[src/rtl/spi_tg_pkg.sv]
package spi_tg_pkg;

  localparam int unsigned PER_W = 18;  // 7 * 32768 fits
  localparam int unsigned DLY_W = 19;  // 7 * 65536 fits

  localparam int unsigned CPOL_BIT  = 26;
  localparam int unsigned CPHA_BIT  = 25;
  localparam int unsigned LEAD_P_LO = 22;
  localparam int unsigned TRL_P_LO  = 20;
  localparam int unsigned BAUD_P_LO = 16;
  localparam int unsigned LEAD_S_LO = 12;
  localparam int unsigned TRL_S_LO  = 8;
  localparam int unsigned BAUD_S_LO = 0;

  typedef enum logic [2:0] {
    ST_IDLE,
    ST_LEAD,
    ST_CLK,
    ST_TRAIL,
    ST_DONE
  } tg_state_e;

  function automatic logic [PER_W-1:0] baud_period(logic [1:0] pc, logic [3:0] sc);
    logic [PER_W-1:0] pre;
    logic [PER_W-1:0] scl;
    case (pc)
      2'd0:    pre = PER_W'(2);
      2'd1:    pre = PER_W'(3);
      2'd2:    pre = PER_W'(5);
      default: pre = PER_W'(7);
    endcase
    if (sc < 4'd4) scl = PER_W'((32'(sc) + 1) * 2);
    else           scl = PER_W'(1) << sc;
    return PER_W'(pre * scl);
  endfunction

  function automatic logic [DLY_W-1:0] delay_count(logic [1:0] pc, logic [3:0] sc);
    logic [DLY_W-1:0] pre;
    pre = DLY_W'({pc, 1'b1});  // 1,3,5,7
    return pre << (32'(sc) + 1);
  endfunction

endpackage

[src/rtl/spi_tg_baud.sv]
module spi_tg_baud
  import spi_tg_pkg::*;
#(
  parameter int unsigned SCK_MIN_DIV = 2
) (
  input  logic [1:0]       pre_i,
  input  logic [3:0]       scl_i,
  output logic [PER_W-1:0] hi_o,
  output logic [PER_W-1:0] lo_o
);

  localparam logic [PER_W-1:0] MinPer = PER_W'(SCK_MIN_DIV);

  logic [PER_W-1:0] raw_per;
  logic [PER_W-1:0] per;

  always_comb begin
    raw_per = baud_period(pre_i, scl_i);
    per     = (raw_per < MinPer) ? MinPer : raw_per;
    hi_o    = per >> 1;
    lo_o    = per - (per >> 1);
  end

endmodule

[src/rtl/spi_tg_delay.sv]
module spi_tg_delay
  import spi_tg_pkg::*;
(
  input  logic [1:0]       pre_i,
  input  logic [3:0]       scl_i,
  output logic [DLY_W-1:0] cnt_o
);

  assign cnt_o = delay_count(pre_i, scl_i);

endmodule

[src/rtl/spi_tg_seq.sv]
module spi_tg_seq
  import spi_tg_pkg::*;
#(
  parameter int unsigned MAX_BITS = 16,
  parameter int unsigned NB_W     = $clog2(MAX_BITS + 1),
  parameter int unsigned IDX_W    = $clog2(2 * MAX_BITS)
) (
  input  logic             clk_i,
  input  logic             rst_ni,
  input  logic             start_i,
  input  logic [NB_W-1:0]  nbits_i,
  input  logic             cpol_i,
  input  logic             cpha_i,
  input  logic [PER_W-1:0] hi_i,
  input  logic [PER_W-1:0] lo_i,
  input  logic [DLY_W-1:0] lead_i,
  input  logic [DLY_W-1:0] trail_i,
  output logic             sck_o,
  output logic             cs_active_o,
  output logic             sample_o,
  output logic             shift_o,
  output logic             busy_o,
  output logic             done_o
);

  tg_state_e        state_q;
  logic [DLY_W-1:0] cnt_q;
  logic [IDX_W-1:0] idx_q, last_idx_q;
  logic             first_q;
  logic [PER_W-1:0] hi_q, lo_q;
  logic [DLY_W-1:0] trail_q;
  logic             cpol_q, cpha_q;

  logic             level_k;
  logic [PER_W-1:0] len_first, len_next;
  logic [NB_W-1:0]  nb_eff;

  always_comb begin
    level_k   = cpol_q ^ cpha_q ^ idx_q[0];
    len_first = (cpol_q ^ cpha_q) ? hi_q : lo_q;
    len_next  = level_k ? lo_q : hi_q;  // next half has the opposite level
    nb_eff    = (nbits_i == '0) ? NB_W'(1) : nbits_i;
  end

  always_ff @(posedge clk_i or negedge rst_ni) begin
    if (!rst_ni) begin
      state_q    <= ST_IDLE;
      cnt_q      <= '0;
      idx_q      <= '0;
      last_idx_q <= '0;
      first_q    <= 1'b0;
      hi_q       <= '0;
      lo_q       <= '0;
      trail_q    <= '0;
      cpol_q     <= 1'b0;
      cpha_q     <= 1'b0;
    end else begin
      case (state_q)
        ST_IDLE: begin
          if (start_i) begin
            state_q    <= ST_LEAD;
            cnt_q      <= lead_i - DLY_W'(1);
            hi_q       <= hi_i;
            lo_q       <= lo_i;
            trail_q    <= trail_i;
            cpol_q     <= cpol_i;
            cpha_q     <= cpha_i;
            last_idx_q <= IDX_W'(2 * int'(nb_eff) - 1);
          end
        end
        ST_LEAD: begin
          if (cnt_q == '0) begin
            state_q <= ST_CLK;
            idx_q   <= '0;
            cnt_q   <= DLY_W'(len_first) - DLY_W'(1);
            first_q <= 1'b1;
          end else begin
            cnt_q <= cnt_q - DLY_W'(1);
          end
        end
        ST_CLK: begin
          if (cnt_q == '0) begin
            if (idx_q == last_idx_q) begin
              state_q <= ST_TRAIL;
              cnt_q   <= trail_q - DLY_W'(1);
              first_q <= 1'b0;
            end else begin
              idx_q   <= idx_q + IDX_W'(1);
              cnt_q   <= DLY_W'(len_next) - DLY_W'(1);
              first_q <= 1'b1;
            end
          end else begin
            cnt_q   <= cnt_q - DLY_W'(1);
            first_q <= 1'b0;
          end
        end
        ST_TRAIL: begin
          if (cnt_q == '0) state_q <= ST_DONE;
          else             cnt_q   <= cnt_q - DLY_W'(1);
        end
        default: state_q <= ST_IDLE;
      endcase
    end
  end

  always_comb begin
    unique case (state_q)
      ST_IDLE: sck_o = cpol_i;
      ST_CLK:  sck_o = level_k;
      default: sck_o = cpol_q;
    endcase
    cs_active_o = (state_q == ST_LEAD) || (state_q == ST_CLK) || (state_q == ST_TRAIL);
    busy_o      = (state_q != ST_IDLE);
    done_o      = (state_q == ST_DONE);
    sample_o    = (state_q == ST_CLK) && first_q && idx_q[0];
    shift_o     = (state_q == ST_CLK) && first_q && !idx_q[0] && (cpha_q || (idx_q != '0));
  end

endmodule

[src/rtl/spi_sck_timing_gen.sv]
module spi_sck_timing_gen
  import spi_tg_pkg::*;
#(
  parameter int unsigned MAX_BITS    = 16,
  parameter int unsigned SCK_MIN_DIV = 2,
  localparam int unsigned NB_W       = $clog2(MAX_BITS + 1)
) (
  input  logic            clk_i,
  input  logic            rst_ni,
  input  logic [31:0]     attr_i,
  input  logic            start_i,
  input  logic [NB_W-1:0] nbits_i,
  output logic            sck_o,
  output logic            cs_active_o,
  output logic            sample_o,
  output logic            shift_o,
  output logic            busy_o,
  output logic            done_o
);

  localparam int unsigned NumDly = 2;  // 0: lead, 1: trail

  logic [PER_W-1:0] hi_cnt, lo_cnt;
  logic [DLY_W-1:0] dly_cnt [NumDly];

  logic unused_attr;
  assign unused_attr = ^{attr_i[31:27], attr_i[24], attr_i[7:4]};

  spi_tg_baud #(
    .SCK_MIN_DIV(SCK_MIN_DIV)
  ) i_baud (
    .pre_i(attr_i[BAUD_P_LO +: 2]),
    .scl_i(attr_i[BAUD_S_LO +: 4]),
    .hi_o (hi_cnt),
    .lo_o (lo_cnt)
  );

  for (genvar g = 0; g < NumDly; g++) begin : g_dly
    localparam int unsigned PLo = (g == 0) ? LEAD_P_LO : TRL_P_LO;
    localparam int unsigned SLo = (g == 0) ? LEAD_S_LO : TRL_S_LO;
    spi_tg_delay i_dly (
      .pre_i(attr_i[PLo +: 2]),
      .scl_i(attr_i[SLo +: 4]),
      .cnt_o(dly_cnt[g])
    );
  end

  spi_tg_seq #(
    .MAX_BITS(MAX_BITS)
  ) i_seq (
    .clk_i      (clk_i),
    .rst_ni     (rst_ni),
    .start_i    (start_i),
    .nbits_i    (nbits_i),
    .cpol_i     (attr_i[CPOL_BIT]),
    .cpha_i     (attr_i[CPHA_BIT]),
    .hi_i       (hi_cnt),
    .lo_i       (lo_cnt),
    .lead_i     (dly_cnt[0]),
    .trail_i    (dly_cnt[1]),
    .sck_o      (sck_o),
    .cs_active_o(cs_active_o),
    .sample_o   (sample_o),
    .shift_o    (shift_o),
    .busy_o     (busy_o),
    .done_o     (done_o)
  );

endmodule

[config.mk]
export PLATFORM = sky130hd
export DESIGN_NAME = spi_sck_timing_gen
export DESIGN_NICKNAME = d
export VERILOG_FILES = /design/src/rtl/spi_tg_pkg.sv /design/src/rtl/spi_tg_baud.sv /design/src/rtl/spi_tg_delay.sv /design/src/rtl/spi_tg_seq.sv /design/src/rtl/spi_sck_timing_gen.sv
export SDC_FILE = /design/constraint.sdc
export NUM_CORES = 1
export LEC_CHECK = 0
export BUFFER_PORTS_ARGS = -buffer_cell sky130_fd_sc_hd__buf_2
export CAP_MARGIN = 20
export CORE_ASPECT_RATIO = 0.5
export CORE_MARGIN = 2
export CORE_UTILIZATION = 55
export CTS_BUF_LIST = sky130_fd_sc_hd__clkbuf_2 sky130_fd_sc_hd__clkbuf_4 sky130_fd_sc_hd__clkbuf_8
export DETAILED_ROUTE_END_ITERATION = 8
export PLACE_DENSITY = 0.86
export SETUP_SLACK_MARGIN = 0.2
export SKIP_CTS_REPAIR_TIMING = 1
export SYNTH_ARGS = -nofsm -noshare
export SYNTH_HDL_FRONTEND = slang
export SYNTH_SLANG_ARGS = --single-unit
export TNS_END_PERCENT = 100
[constraint.sdc]
create_clock -name clk_i -period 3.4 [get_ports clk_i]
set_clock_uncertainty 0.1 [all_clocks]
set_input_delay 0 -clock clk_i [delete_from_list [all_inputs] [get_ports clk_i]]
set_output_delay 0 -clock clk_i [all_outputs]
set_load 0.05 [all_outputs]
==> out/summary.txt <==
Worst R2R Start -> i_seq.cpol_q
Max-cap violations -> 0
#FFs+latches synth -> 89
Final hold vios -> 0
Worst R2R Setup Slack -> 130 ps
Hold endpoint -> i_seq.trail_q[0]
Synth area leader -> dfrtp_1
Final setup vio count -> 19
Worst-path fanout max -> 3
Initial Utilization -> 0.559
Top cell type's share of synthesized area -> 0.230
Initial DRC Count -> 978
Largest net degree at the start of global routing -> 94
Die Height -> 97.8 µm
Vias in the first global route -> 10.0k
Failing checks -> negative setup slack
RSZ-0062 raised after global routing -> yes
Min Tclk post-route -> 5340 ps
Via/cell ratio -> 6.31
CTS tree -> built
Synth Warn # -> 0
CP arrival -> 5500 ps
Layout cells sized above 1 -> 0.250
Core box area -> 17300 µm²
Critical path's slowest cell -> fa_1
Ant. Diodes -> 0
Cell Count, Final, Fillers Out -> 1717
Lkg Pwr -> 5.55 nW
Most common cell in the netlist -> nand2_1
Die X -> 192 µm
Post-route ant nets -> 0
Startpoint types -> input port
WHS Path Cells -> 3
Final Wtd Congestion -> 0.988
Clock transition at the registers of the reported paths -> 90 ps
WP data required -> 3560 ps
Layout fillers -> 1344
Synth area leaders -> dfrtp_1, nand2_1, ha_1
R2R cell count -> 11
Post-route cell area -> 12300 µm²
Clock Power Share -> 0.136
Max frequency -> 187 MHz
Synth cell types -> 85
Global-route wire length before repair -> 50600 µm
Gr ovfl total -> 0
Slew Limit Fails -> 0
Final wirelength -> 33900 µm
TritonCTS buffer count -> 9
Clock root buffer master -> clkbuf_8
Mapped Area -> 9670 µm²
DR DRC count -> 0
Post-synth EDFFs -> 0
Sw Ratio -> 0.462
Pwr/cell area -> 447 nW/µm²
Sequential Power Share -> 0.290
Int Pwr -> 0.00297 W
Site row count -> 34
Post-DP HPWL -> 25400 µm
HP Class -> input port to flop
Slew @ Worst Pin -> 975 ps
CP max stage delay -> 560 ps
Register area share after synthesis -> 0.230
Placed cell count -> 1669
Endpoint class of the critical path -> flop
Mapped Avg Cell Area -> 7.53 µm²
Wirelength per Cell -> 19.7 µm
Worst skew pair latency -> 390 ps
Number of port buffers -> 33
P_sw -> 0.00254 W
Clk buf depth -> 2
CP dominant cell by count -> ha_4
Final period util -> 1.57
Syn Inst Count -> 1284
Synth cell count leaders -> nand2_1, nor2_1, o21ai_0
Hold Path Origin -> attr_i[9]
Io pins -> 46
GRT Util Overall -> 0.338
DIE AREA -> 18700 µm²
Post-synth ARST share -> 1.00
Final nets -> 1585
Initial antenna violation count -> 0
Final worst setup slack -> -1940 ps
H-tree levels -> 3
Vias -> 10.8k
Max-slew headroom -> 0.350
DR pass1 iterations -> 5
Synth Flop Type -> dfrtp_1
Critical path class -> input port to flop
Synthesis-to-finish area growth -> 27.5%
VDD IR max -> 0.236 mV
Placed cell area -> 11400 µm²
RR Endpoint -> i_seq.cnt_q[12]
Worst hold margin -> 10.7 ps
Status -> finished, violations left
CTS Sinks -> 89
Comb power frac -> 0.575
==> through the flow <==
step / utilization / setup TNS, ps / setup WS [ps] / power, W
6_report: 0.712 / -22830 / -1940 / 0.00551
5_1_grt: 0.712 / -26280 / -2150 / 0.00581
4_1_cts: 0.667 / -25260 / -2100 / 0.00508
3_5_place_dp: 0.656 / -33130 / -2490 / 0.00434
3_3_place_gp: 0.656 / -29090 / -2290 / 0.00425
2_1_floorplan: - / -16020 / -1520 / 0.00336
==> metal layers <==
metal,global-route usage,share of wire
met1,0.429,0.39
met2,0.589,0.49
met3,0.0435,0.075
met4,0.128,0.042
met5,0,0
==> cells by family (layout without fill, tap and decap cells) <==
| group | Yosys count | after routing | share of synthesized area |
|---|---|---|---|
| other | 2 | 3 | 0.000776 |
| XOR/XNOR | 91 | 91 | 0.0847 |
| AO/OA/AOI/OAI | 350 | 350 | 0.236 |
| adder cells (fa/ha/maj) | 67 | 67 | 0.0991 |
| buffers and inverters | 130 | 328 | 0.0576 |
| multiplexers | 33 | 33 | 0.0354 |
| flip-flops | 89 | 89 | 0.230 |
| AND/OR/NAND/NOR | 522 | 522 | 0.256 |
==> area by class of cell <==
cell class / count / area, µm² / area share
multi-input cells: 1066 / 7510 / 0.609
clock inverters: 5 / 46.3 / 0.00375
well taps: 234 / 293 / 0.0237
repair buffers: 240 / 1830 / 0.148
clock buffers: 11 / 145 / 0.0118
inverters: 72 / 275 / 0.0223
flip-flops and latches: 89 / 2230 / 0.181
==> power groups by stage <==
stage	Sequential [W]	Combinational, W	Clock, W
after floorplan	0.00148	0.00188	0
after global placement	0.00157	0.00268	0
after detailed placement	0.00158	0.00276	0
after CTS	0.00156	0.00278	0.000733
after global routing	0.00162	0.00341	0.000779
final	0.00160	0.00317	0.000748
==> worst max-delay path: cells and delay by family <==
family | cells | cell delay (ps)
simple gates | 4 | 540
fa+ha+maj | 5 | 1490
compound gates | 13 | 2570
buf+inv | 5 | 580
xor+xnor | 2 | 300
==> flip-flops by register name (all words and copies together), names as in the netlist <==
register	cells
i_seq.cnt_q	19
i_seq.cpha_q	1
i_seq.cpol_q	1
i_seq.first_q	1
i_seq.hi_q	17
i_seq.idx_q	5
i_seq.last_idx_q	5
i_seq.lo_q	18
i_seq.state_q	3
i_seq.trail_q	19
==> worst max-delay path by stage <==
stage          startpoint              to  slack, ps  depth (start not counted)
2_1_floorplan   attr_i[2]  i_seq.lo_q[14]      -1520                         24
3_3_place_gp    attr_i[0]  i_seq.lo_q[14]      -2290                         27
6_report        attr_i[1]  i_seq.lo_q[16]      -1940                         29
5_1_grt         attr_i[1]  i_seq.lo_q[16]      -2150                         29
3_5_place_dp    attr_i[0]  i_seq.lo_q[16]      -2490                         28
4_1_cts         attr_i[0]  i_seq.lo_q[16]      -2100                         28
==> cells in the final DEF, fill, tap and decap left out, types with 14 or more instances in the layout <==
cell | synthesis | final
o21ai_1 | 11 | 23
a31oi_1 | 21 | 20
o22ai_1 | 16 | 16
nand3_1 | 56 | 54
o211ai_1 | 16 | 16
nand2_1 | 192 | 192
nand4_1 | 14 | 14
buf_4 | 0 | 188
fa_1 | 16 | 14
xnor2_1 | 52 | 44
nand2b_1 | 19 | 18
nor3_1 | 43 | 36
nor2_1 | 113 | 105
inv_1 | 71 | 66
a21oi_1 | 79 | 70
ha_1 | 51 | 39
o21ai_0 | 96 | 79
xor2_1 | 37 | 34
dfrtp_1 | 89 | 84
buf_2 | 3 | 30
mux2i_1 | 23 | 19
No activity file was read; power rests on OpenSTA's default activity.
